[config.mk]
export PLATFORM = sky130hd
export DESIGN_NAME = irq_dispatch
export DESIGN_NICKNAME = d
export VERILOG_FILES = /design/src/rtl/irq_disp_pkg.sv /design/src/rtl/irq_edge_capture.sv /design/src/rtl/irq_pick_lowest.sv /design/src/rtl/irq_target_resolve.sv /design/src/rtl/irq_dispatch.sv
export SDC_FILE = /design/constraint.sdc
export NUM_CORES = 1
export LEC_CHECK = 0
export CORE_MARGIN = 1
export CORE_UTILIZATION = 44
export CTS_CLUSTER_SIZE = 28
export DETAILED_ROUTE_END_ITERATION = 10
export GPL_ROUTABILITY_DRIVEN = 1
export PLACE_DENSITY = 0.83
export SETUP_SLACK_MARGIN = 0.15
export SYNTH_ARGS = -nofsm -noshare
export SYNTH_HDL_FRONTEND = slang
export SYNTH_HIERARCHICAL = 1
export SYNTH_SLANG_ARGS = --single-unit
[constraint.sdc]
create_clock -name clk -period 24.2 [get_ports clk]
set_input_delay 3.63 -clock clk [delete_from_list [all_inputs] [get_ports clk]]
set_output_delay 3.63 -clock clk [all_outputs]
set_load 0.02 [all_outputs]
[src/rtl/irq_disp_pkg.sv]
// Package: delivery-mode encodings shared by the dispatcher and its checker.
package irq_disp_pkg;
    typedef enum logic [2:0] {
        DM_FIXED  = 3'b000,
        DM_LOWEST = 3'b001,
        DM_SMI    = 3'b010,
        DM_NMI    = 3'b100,
        DM_INIT   = 3'b101,
        DM_EXTINT = 3'b111
    } dlv_mode_e;

    localparam int MODE_W = 3;
endpackage

[src/rtl/irq_edge_capture.sv]
// Records each pin's last level and keeps a pending bit per pin for
// unmasked low-to-high changes. Pending bits clear when granted.
// Assumes grant is one-hot or zero.
module irq_edge_capture #(
    parameter int NUM_PINS = 8
) (
    input  logic                clk,
    input  logic                rst_n,
    input  logic [NUM_PINS-1:0] pins,
    input  logic [NUM_PINS-1:0] mask,
    input  logic [NUM_PINS-1:0] grant,
    output logic [NUM_PINS-1:0] pending
);
    logic [NUM_PINS-1:0] pin_q;

    // Level history and pending set; history follows pins regardless of stalls.
    always_ff @(posedge clk) begin
        if (!rst_n) begin
            pin_q   <= '0;
            pending <= '0;
        end else begin
            pin_q   <= pins;
            pending <= (pending & ~grant) | (pins & ~pin_q & ~mask);
        end
    end
endmodule

[src/rtl/irq_pick_lowest.sv]
// Fixed-priority picker: lowest-numbered request wins.
// Assumes nothing about req; grant is one-hot or zero.
module irq_pick_lowest #(
    parameter int N = 8,
    localparam int IDX_W = (N > 1) ? $clog2(N) : 1
) (
    input  logic [N-1:0]     req,
    output logic [N-1:0]     grant,
    output logic [IDX_W-1:0] idx,
    output logic             any
);
    // Scan downward so the lowest set bit is the final winner.
    always_comb begin
        grant = '0;
        idx   = '0;
        any   = 1'b0;
        for (int i = N - 1; i >= 0; i--) begin
            if (req[i]) begin
                grant    = '0;
                grant[i] = 1'b1;
                idx      = IDX_W'(i);
                any      = 1'b1;
            end
        end
    end
endmodule

[src/rtl/irq_target_resolve.sv]
// Turns a destination into a processor target mask: physical ID or
// broadcast, logical byte match, or one rotated pick for lowest priority.
// Assumes NUM_CPUS <= 8 and rot_cnt is supplied by the owner of the counter.
module irq_target_resolve #(
    parameter int NUM_CPUS = 4,
    parameter int DEST_W   = 8,
    parameter int ROT_W    = 8
) (
    input  logic [DEST_W-1:0]          dest,
    input  logic                       logical,
    input  logic                       lowest,
    input  logic [NUM_CPUS*DEST_W-1:0] cpu_ldest,
    input  logic [ROT_W-1:0]           rot_cnt,
    output logic [NUM_CPUS-1:0]        targets,
    output logic                       bad_combo
);
    localparam int CNT_W = $clog2(NUM_CPUS + 1);

    logic [NUM_CPUS-1:0] match, phys, chosen;
    logic [CNT_W-1:0]    nmatch, divisor;
    logic [ROT_W-1:0]    pos;

    // Logical match per processor and match count.
    always_comb begin
        nmatch = '0;
        for (int c = 0; c < NUM_CPUS; c++) begin
            match[c] = |(cpu_ldest[c*DEST_W +: DEST_W] & dest);
            nmatch   = nmatch + CNT_W'(match[c]);
        end
    end

    // Physical decode: all-ones destination is broadcast.
    always_comb begin
        phys = '0;
        for (int c = 0; c < NUM_CPUS; c++) begin
            if (dest == '1 || dest == DEST_W'(c)) phys[c] = 1'b1;
        end
    end

    // Rotated selection among matches in ascending processor order.
    always_comb begin
        logic [CNT_W-1:0] seen;
        divisor = (nmatch == '0) ? CNT_W'(1) : nmatch;
        pos     = rot_cnt % ROT_W'(divisor);
        chosen  = '0;
        seen    = '0;
        for (int c = 0; c < NUM_CPUS; c++) begin
            if (match[c]) begin
                if (ROT_W'(seen) == pos) chosen[c] = 1'b1;
                seen = seen + 1'b1;
            end
        end
    end

    // Final target mask per destination mode and delivery mode.
    always_comb begin
        bad_combo = lowest && !logical;
        if (logical) targets = lowest ? chosen : match;
        else         targets = phys;
    end
endmodule

[src/rtl/irq_dispatch.sv]
// Top: captures pin edges, serves pending pins in ascending order, builds the
// message from the pin's entry and resolves its targets into a single output
// register with valid/ready. Assumes entry fields are stable while pending.
module irq_dispatch #(
    parameter int NUM_PINS = 8,
    parameter int NUM_CPUS = 4,
    parameter int VEC_W    = 8,
    parameter int DEST_W   = 8,
    parameter int ROT_W    = 8
) (
    input  logic                       clk,
    input  logic                       rst_n,
    input  logic [NUM_PINS-1:0]        irq_pins,
    input  logic [NUM_PINS-1:0]        ent_mask,
    input  logic [NUM_PINS*VEC_W-1:0]  ent_vector,
    input  logic [NUM_PINS*3-1:0]      ent_mode,
    input  logic [NUM_PINS-1:0]        ent_logical,
    input  logic [NUM_PINS-1:0]        ent_polarity,
    input  logic [NUM_PINS-1:0]        ent_trigger,
    input  logic [NUM_PINS*DEST_W-1:0] ent_dest,
    input  logic [VEC_W-1:0]           ext_vector,
    input  logic [NUM_CPUS*DEST_W-1:0] cpu_ldest,
    input  logic                       msg_ready,
    output logic                       msg_valid,
    output logic [VEC_W-1:0]           msg_vector,
    output logic [2:0]                 msg_mode,
    output logic                       msg_logical,
    output logic                       msg_level,
    output logic                       msg_trigger,
    output logic [DEST_W-1:0]          msg_dest,
    output logic [NUM_CPUS-1:0]        msg_targets,
    output logic                       cfg_err
);
    import irq_disp_pkg::*;

    localparam int IDX_W = (NUM_PINS > 1) ? $clog2(NUM_PINS) : 1;

    logic [NUM_PINS-1:0] pending, sel_grant, grant;
    logic [IDX_W-1:0]    sel_idx;
    logic                sel_any, load_slot, deliver, bad_combo;
    logic [VEC_W-1:0]    sel_vec;
    logic [2:0]          sel_mode;
    logic                sel_logical, sel_pol, sel_trig;
    logic [DEST_W-1:0]   sel_dest;
    logic [NUM_CPUS-1:0] targets;
    logic [ROT_W-1:0]    rot_cnt;

    irq_edge_capture #(.NUM_PINS(NUM_PINS)) u_capture (
        .clk(clk), .rst_n(rst_n), .pins(irq_pins), .mask(ent_mask),
        .grant(grant), .pending(pending)
    );

    irq_pick_lowest #(.N(NUM_PINS)) u_pick (
        .req(pending), .grant(sel_grant), .idx(sel_idx), .any(sel_any)
    );

    // Output slot can take a new message when empty or being drained.
    assign load_slot = !msg_valid || msg_ready;
    assign grant     = load_slot ? sel_grant : '0;

    // Entry field mux for the selected pin.
    always_comb begin
        sel_vec = '0; sel_mode = '0; sel_logical = 1'b0;
        sel_pol = 1'b0; sel_trig = 1'b0; sel_dest = '0;
        for (int p = 0; p < NUM_PINS; p++) begin
            if (sel_idx == IDX_W'(p)) begin
                sel_vec     = ent_vector[p*VEC_W +: VEC_W];
                sel_mode    = ent_mode[p*3 +: 3];
                sel_logical = ent_logical[p];
                sel_pol     = ent_polarity[p];
                sel_trig    = ent_trigger[p];
                sel_dest    = ent_dest[p*DEST_W +: DEST_W];
            end
        end
    end

    irq_target_resolve #(.NUM_CPUS(NUM_CPUS), .DEST_W(DEST_W), .ROT_W(ROT_W)) u_resolve (
        .dest(sel_dest), .logical(sel_logical), .lowest(sel_mode == DM_LOWEST),
        .cpu_ldest(cpu_ldest), .rot_cnt(rot_cnt),
        .targets(targets), .bad_combo(bad_combo)
    );

    assign deliver = sel_any && load_slot && !bad_combo && (targets != '0);

    // Output register, error pulse and lowest-priority rotation counter.
    always_ff @(posedge clk) begin
        if (!rst_n) begin
            msg_valid   <= 1'b0;
            msg_vector  <= '0;
            msg_mode    <= '0;
            msg_logical <= 1'b0;
            msg_level   <= 1'b0;
            msg_trigger <= 1'b0;
            msg_dest    <= '0;
            msg_targets <= '0;
            cfg_err     <= 1'b0;
            rot_cnt     <= '0;
        end else begin
            cfg_err <= sel_any && load_slot && bad_combo;
            if (load_slot) msg_valid <= deliver;
            if (deliver) begin
                msg_vector  <= (sel_mode == DM_EXTINT) ? ext_vector : sel_vec;
                msg_mode    <= sel_mode;
                msg_logical <= sel_logical;
                msg_level   <= sel_pol;
                msg_trigger <= sel_trig;
                msg_dest    <= sel_dest;
                msg_targets <= targets;
                if (sel_logical && sel_mode == DM_LOWEST) rot_cnt <= rot_cnt + 1'b1;
            end
        end
    end
endmodule

# After elaboration in Yosys (flattened, before gate mapping)
# Cells that the tools add are included.
# op_classes
addsub	6
n_div	1
eq_ne	16
muxes	92
bitwise_logic	11
n_reduce_logical	24
# ops
op	n
8-bit two-way mux	26
3-bit two-way mux	19
8-bit bitwise AND	7
1-bit two-way mux	45
8-bit OR reduction	4
8-bit inverter	3
3-bit by 8-bit equality test with 1-bit output	2
8-bit by 2-bit equality test with 1-bit output (second input constant)	2
8-bit zero test	2
3-bit equality test (second input constant)	5
8-bit by 1-bit adder with 8-bit output (second input constant)	1
1-bit by 8-bit equality test with 1-bit output	1
8-bit by 1-bit equality test with 1-bit output (second input constant)	1
8-bit equality test (second input constant)	1
8-bit by 3-bit modulo with 8-bit output	1
4-bit two-way mux	2
8-bit OR	1
3-bit by 1-bit adder with 3-bit output	2
3-bit by 1-bit equality test with 1-bit output (second input constant)	2
3-bit by 2-bit equality test with 1-bit output (second input constant)	2
1-bit logical AND	6
3-bit zero test	2
1-bit logical OR	5
4-bit nonzero test	1
5 further kinds	7
# word_totals
regBits	52
inputBits	235
output_inout_bits	28
word_cells	162

# Logic depth before layout (Yosys ltp)
# logic_depth
ltp_word	33
depth_mapped	81
mapped_depth_nobuf	75

# Cells and area by module
# The synthesis kept the hierarchy.
# modules_own_cells
module	instances	cells_per_inst	area_each_um2	seq_area_each_um2
irq_dispatch	1	371	3121.7	720.7
irq_target_resolve	1	304	2223.4	0.0
irq_edge_capture	1	49	559.3	320.3
irq_pick_lowest	1	22	158.9	0.0

# Least setup slack after synthesis
# OpenSTA, ideal clock, no wires.
# synth_path
path_kind	input to register
startpoint	input ent_dest[8]
endpoint	register msg_mode[1]
setup_ns	0.116
arrival_ns	18.003
required_ns	24.084
setup_slack_ns	6.081
path_stages	73
n_path_buf	5
path_cell_list	mux2_2 a22oi_1 o221a_2 nor2_1 o21ai_0 inv_1 clkbuf_1 a22oi_1 nand4_1 fa_1 ha_1 ha_1 nor2_1 or2_2 inv_1 ha_1 nor3b_1 a2bb2oi_2 [37 not listed] buf_2 mux2_2 ha_1 a21oi_1 nand2b_1 mux2i_4 nand4_2 buf_6 mux2_4 and2_1 o41ai_2 o211a_1 nor4_1 nor3_1 clkbuf_1 clkbuf_1 o21ai_0 o211a_1
# synth_via
elab_chain_len	22
word_cells_on_any_way	55
cone_classes	add/sub: 5; div: 1; eq/ne: 7; mux: 25; bitwise: 4; reduce/logical: 13
# synth_lines
item	line_no	rtl
start: declaration	irq_dispatch.sv:20	input logic [NUM_PINS*DEST_W-1:0] ent_dest,
8-bit two-way mux * (7 in series)	irq_dispatch.sv:66	if (sel_idx == IDX_W'(p)) begin
via sel_dest[0]	irq_dispatch.sv:44	logic [DEST_W-1:0] sel_dest;
8-bit bitwise AND	irq_target_resolve.sv:27	match[c] = |(cpu_ldest[c*DEST_W +: DEST_W] & dest);
8-bit OR reduction	irq_target_resolve.sv:27	
1-bit by 1-bit adder with 2-bit output	irq_target_resolve.sv:28	nmatch = nmatch + CNT_W'(match[c]);
3-bit by 1-bit adder with 3-bit output (2 in series)	irq_target_resolve.sv:28	
3-bit zero test	irq_target_resolve.sv:43	divisor = (nmatch == '0) ? CNT_W'(1) : nmatch;
3-bit two-way mux	irq_target_resolve.sv:43	
8-bit by 3-bit modulo with 8-bit output	irq_target_resolve.sv:44	pos = rot_cnt % ROT_W'(divisor);
3-bit by 8-bit equality test with 1-bit output	irq_target_resolve.sv:49	if (ROT_W'(seen) == pos) chosen[c] = 1'b1;
1-bit two-way mux	irq_target_resolve.sv:49	
1-bit two-way mux	irq_target_resolve.sv:48	if (match[c]) begin
4-bit two-way mux	irq_target_resolve.sv:58	if (logical) targets = lowest ? chosen : match;
4-bit two-way mux *	irq_target_resolve.sv:58	
via targets[3]	irq_dispatch.sv:45	logic [NUM_CPUS-1:0] targets;
4-bit nonzero test *	irq_dispatch.sv:83	assign deliver = sel_any && load_slot && !bad_combo && (targets != '0);
1-bit logical AND *	irq_dispatch.sv:83	
end signal: assignment	irq_dispatch.sv:103	msg_mode <= sel_mode;
end: declaration	irq_dispatch.sv:26	output logic [2:0] msg_mode,
# The timed path passes the listed nets; every way through them passes the cells marked *.
# A chain may end at the register's enable or synchronous reset.

# Final worst setup path
# layout_path
startpoint	input ent_dest[8]
endpoint	register msg_vector[1]
# layout_via
elab_chain_len	22
word_cells_on_any_way	55
cone_classes	add/sub: 5; div: 1; eq/ne: 7; mux: 25; bitwise: 4; reduce/logical: 13
# layout_lines
item	line_no	rtl
8-bit two-way mux * (7 in series)	irq_dispatch.sv:66	
via sel_dest[0]	irq_dispatch.sv:44	
8-bit bitwise AND	irq_target_resolve.sv:27	
8-bit OR reduction	irq_target_resolve.sv:27	
1-bit by 1-bit adder with 2-bit output	irq_target_resolve.sv:28	
3-bit by 1-bit adder with 3-bit output (2 in series)	irq_target_resolve.sv:28	
3-bit zero test	irq_target_resolve.sv:43	
3-bit two-way mux	irq_target_resolve.sv:43	
8-bit by 3-bit modulo with 8-bit output	irq_target_resolve.sv:44	
3-bit by 8-bit equality test with 1-bit output	irq_target_resolve.sv:49	
1-bit two-way mux	irq_target_resolve.sv:49	
1-bit two-way mux	irq_target_resolve.sv:48	
4-bit two-way mux	irq_target_resolve.sv:58	
4-bit two-way mux *	irq_target_resolve.sv:58	
via targets[3]	irq_dispatch.sv:45	
4-bit nonzero test *	irq_dispatch.sv:83	
1-bit logical AND *	irq_dispatch.sv:83	
end signal: assignment	irq_dispatch.sv:102	msg_vector <= (sel_mode == DM_EXTINT) ? ext_vector : sel_vec;
end: declaration	irq_dispatch.sv:25	output logic [VEC_W-1:0] msg_vector,
# Marks and branches as above.

==> results.cfg <==
[run_status]
outcome = completed

[floorplanning]
rows = 42
die_y_um = 119
die_x_um = 119
dieArea_sq_um = 14300
ios = 263
core-area_sq_um = 13300
start_util = 0.454

[grt]
grt_max_degree = 69
antenna_found_initial = 1
grt_usage = 0.282
grt_pass1_vias = 6577
grt-ovfl-total = 0
grt_pass1_wl_um = 32200

[clock_tree]
cts_max_level = 2
clk_path_buf_depth = 2
cts_sinks = 52
cts_inserted_buffers = 5
holdBufCountCts = 0
cts_tree = done
cts_resized = 0
cts_setup_buffers = 0
worstSkewPairLatency_ns = 0.29
ctsRootBufferMaster = clkbuf_16
cts.clk_slew.worst_paths_ns = 0.07

[route]
drtIter0Drc = 406
wirelength_um = 20700
viasPerCell = 5.85
routedWlPerCell_um = 18.0
drtPass1Iterations = 5
drtAntennaViolNets = 0
drc_errors = 0
num_vias = 6733

[hold_path]
min_delay_path_depth = 2
min_to = msg_dest[6]
hp-class = reg2reg
hp-start = msg_dest[6]

[logic_synthesis]
yosysWarningCount = 6
synth_nets = 1011
synth_edf_count = 0
syn_inst = 746
async_flop_share = 0
ys.flop_type = dfxtp_1
syn-mean-instance-area_sq_um = 8.13
ys_types = 91
synth_area_sq_um = 6060
synth-seq-cells = 52
yosysSeqAreaShare = 0.172

[setup_path]
critPathLaunchType = input pin
slowest_stage = or4_1
worst_r2r_path_depth = 71
worst-path-max-fanout = 23
cpPeakStageDelay_ns = 0.72
rr_startpoint = u_capture/pending[2]
reg2reg_slack_ns = 5.63
path_class = in2reg
crit_required_ns = 24.39
crit_top_cell = ha_1
r2r-end = msg_vector[1]
arrival_ns = 20.62
cp-startpoint = ent_dest[8]
end_kind = flop

[layout]
fill_cells = 1106
drive_gt1_frac = 0.105
fin_nets = 1236
areaGrowthSynthToFinish_pct = 46.6

[sta]
slew_headroom = 0.327
rsz0062_at_grt = false
setup_tns_ns = 0
finalCritPeriodShare = 0.844
setup_viol = 0
finalHoldViolations = 0
setup_ws_ns = 3.77
fmax_mhz = 49.0
worst_slew_pin_slew_ns = 1.00
slew_viol_final = 0
fin_worst_skew_ns = 0.00942
min_period_ns = 20.43

[placement]
io_buffer_count = 262
gp_congestion = 0.939
dp_hpwl_um = 16700
pre_cts_slack_ns = 3.65

[run]
max_cap_viol_count = 0
==> placed cells by master, fill, tap and decap left out, types with 7 or more instances in the layout <==
cell type        synthesis  final
a22oi_1                 20     20
ha_1                    28     28
mux4_2                  27     27
a31oi_1                  7      7
nor3b_1                 11     11
a21oi_1                 46     45
o211ai_1                 9      9
o21a_1                  17     17
xnor2_1                  9      9
mux2i_1                 25     25
dfxtp_1                 52     52
nor3_1                  17     16
o31ai_1                  8      8
o21ai_0                 33     33
nand3_1                 22     22
and2_1                  15     15
nand2b_1                17     17
clkdlybuf4s50_1          0    262
inv_1                   25     25
and2_2                   8      8
nor2_1                  58     58
nor2b_1                 21     21
nand2_1                 71     71
mux2_2                  11     11
nand4_1                 20     20
==> routing by layer <==
| metal | share of wire | wire [um] | vias up | track usage |
|---|---|---|---|---|
| met3 | 0.054 | 1130 | 50 | 0.0417 |
| met2 | 0.51 | 10500 | 251 | 0.513 |
| met4 | 0.036 | 748 | 0 | 0.111 |
| met5 | 0 | 0 | - | 0 |
| li1 | - | - | 3267 | - |
| met1 | 0.40 | 8320 | 3165 | 0.329 |
==> stage by stage <==
| stage | hold WS [ns] | std cells | util | cell area [sq um] |
|---|---|---|---|---|
| detailed placement | 0.447 | 1140 | 0.655 | 8740 |
| finish | 0.455 | 1150 | 0.666 | 8890 |
| floorplan | 0.481 | 746 | - | 6060 |
| global route | 0.469 | 1148 | 0.665 | 8880 |
| global placement | 0.442 | 1140 | 0.655 | 8740 |
| CTS | 0.456 | 1148 | 0.665 | 8880 |
==> how the worst max path moves through the flow <==
stage | slack (ns) | cells past startpoint | to
after floorplan | 6.08 | 73 | msg_mode[1]
after global routing | 2.29 | 68 | msg_vector[7]
after global placement | 4.19 | 68 | rot_cnt[5]
after CTS | 3.89 | 68 | msg_vector[1]
final | 3.77 | 68 | msg_vector[1]
after detailed placement | 3.65 | 68 | msg_vector[1]
==> cells by family after synthesis <==
logic type | Yosys count | share of synthesized area
fa+ha+maj | 30 | 0.0644
xor+xnor | 11 | 0.0159
flops | 52 | 0.172
mux | 66 | 0.172
compound gates | 207 | 0.245
buf+inv | 76 | 0.0567
simple gates | 304 | 0.275
==> state kept, by name, indices dropped and copies added (netlist names), 3 cells and up <==
register / flops
msg_mode: 3
rot_cnt: 8
u_capture/pin_q: 8
msg_vector: 8
msg_dest: 8
u_capture/pending: 8
msg_targets: 4
==> Yosys cell counts, types with 7 or more instances <==
cell      count  share of area
nand3_1      22          0.018
o211ai_1      9          0.011
mux2i_1      25          0.041
mux2_2       11          0.020
nor2b_1      21          0.022
buf_2        11         0.0091
o21ai_0      33          0.027
ha_1         28          0.058
nor2_1       58          0.036
clkbuf_1     29          0.018
a21oi_1      46          0.038
xnor2_1       9          0.013
a22oi_1      20          0.025
and2_2        8         0.0099
o21a_1       17          0.021
inv_1        25          0.015
dfxtp_1      52           0.17
nor3b_1      11          0.014
o31ai_1       8         0.0099
nor3_1       17          0.014
nand4_1      20          0.021
mux4_2       27           0.10
and2_1       15          0.015
a31oi_1       7         0.0072
nand2b_1     17          0.018
nand2_1      71          0.044
==> cell type report <==
cell class / count / area, sq um / share of cell area
Antenna cell: 2 / 5.00 / 0.000563
Clock buffer: 6 / 129 / 0.0145
Sequential cell: 52 / 1040 / 0.117
Timing Repair Buffer: 268 / 2670 / 0.300
Tap cell: 176 / 220 / 0.0248
Inverter: 26 / 97.6 / 0.0110
Multi-Input combinational cell: 618 / 4710 / 0.530
Clock inverter: 2 / 16.3 / 0.00183
==> worst max-delay path, delay by kind of cell <==
family	cells	cell delay, ns
compound gates	25	5.16
simple gates	23	5.72
fa+ha+maj	11	3.59
mux	5	1.63
buf+inv	4	0.88
Power is not shown: default switching activity piles up to over one toggle a cycle in this logic, so the estimate is an artifact.
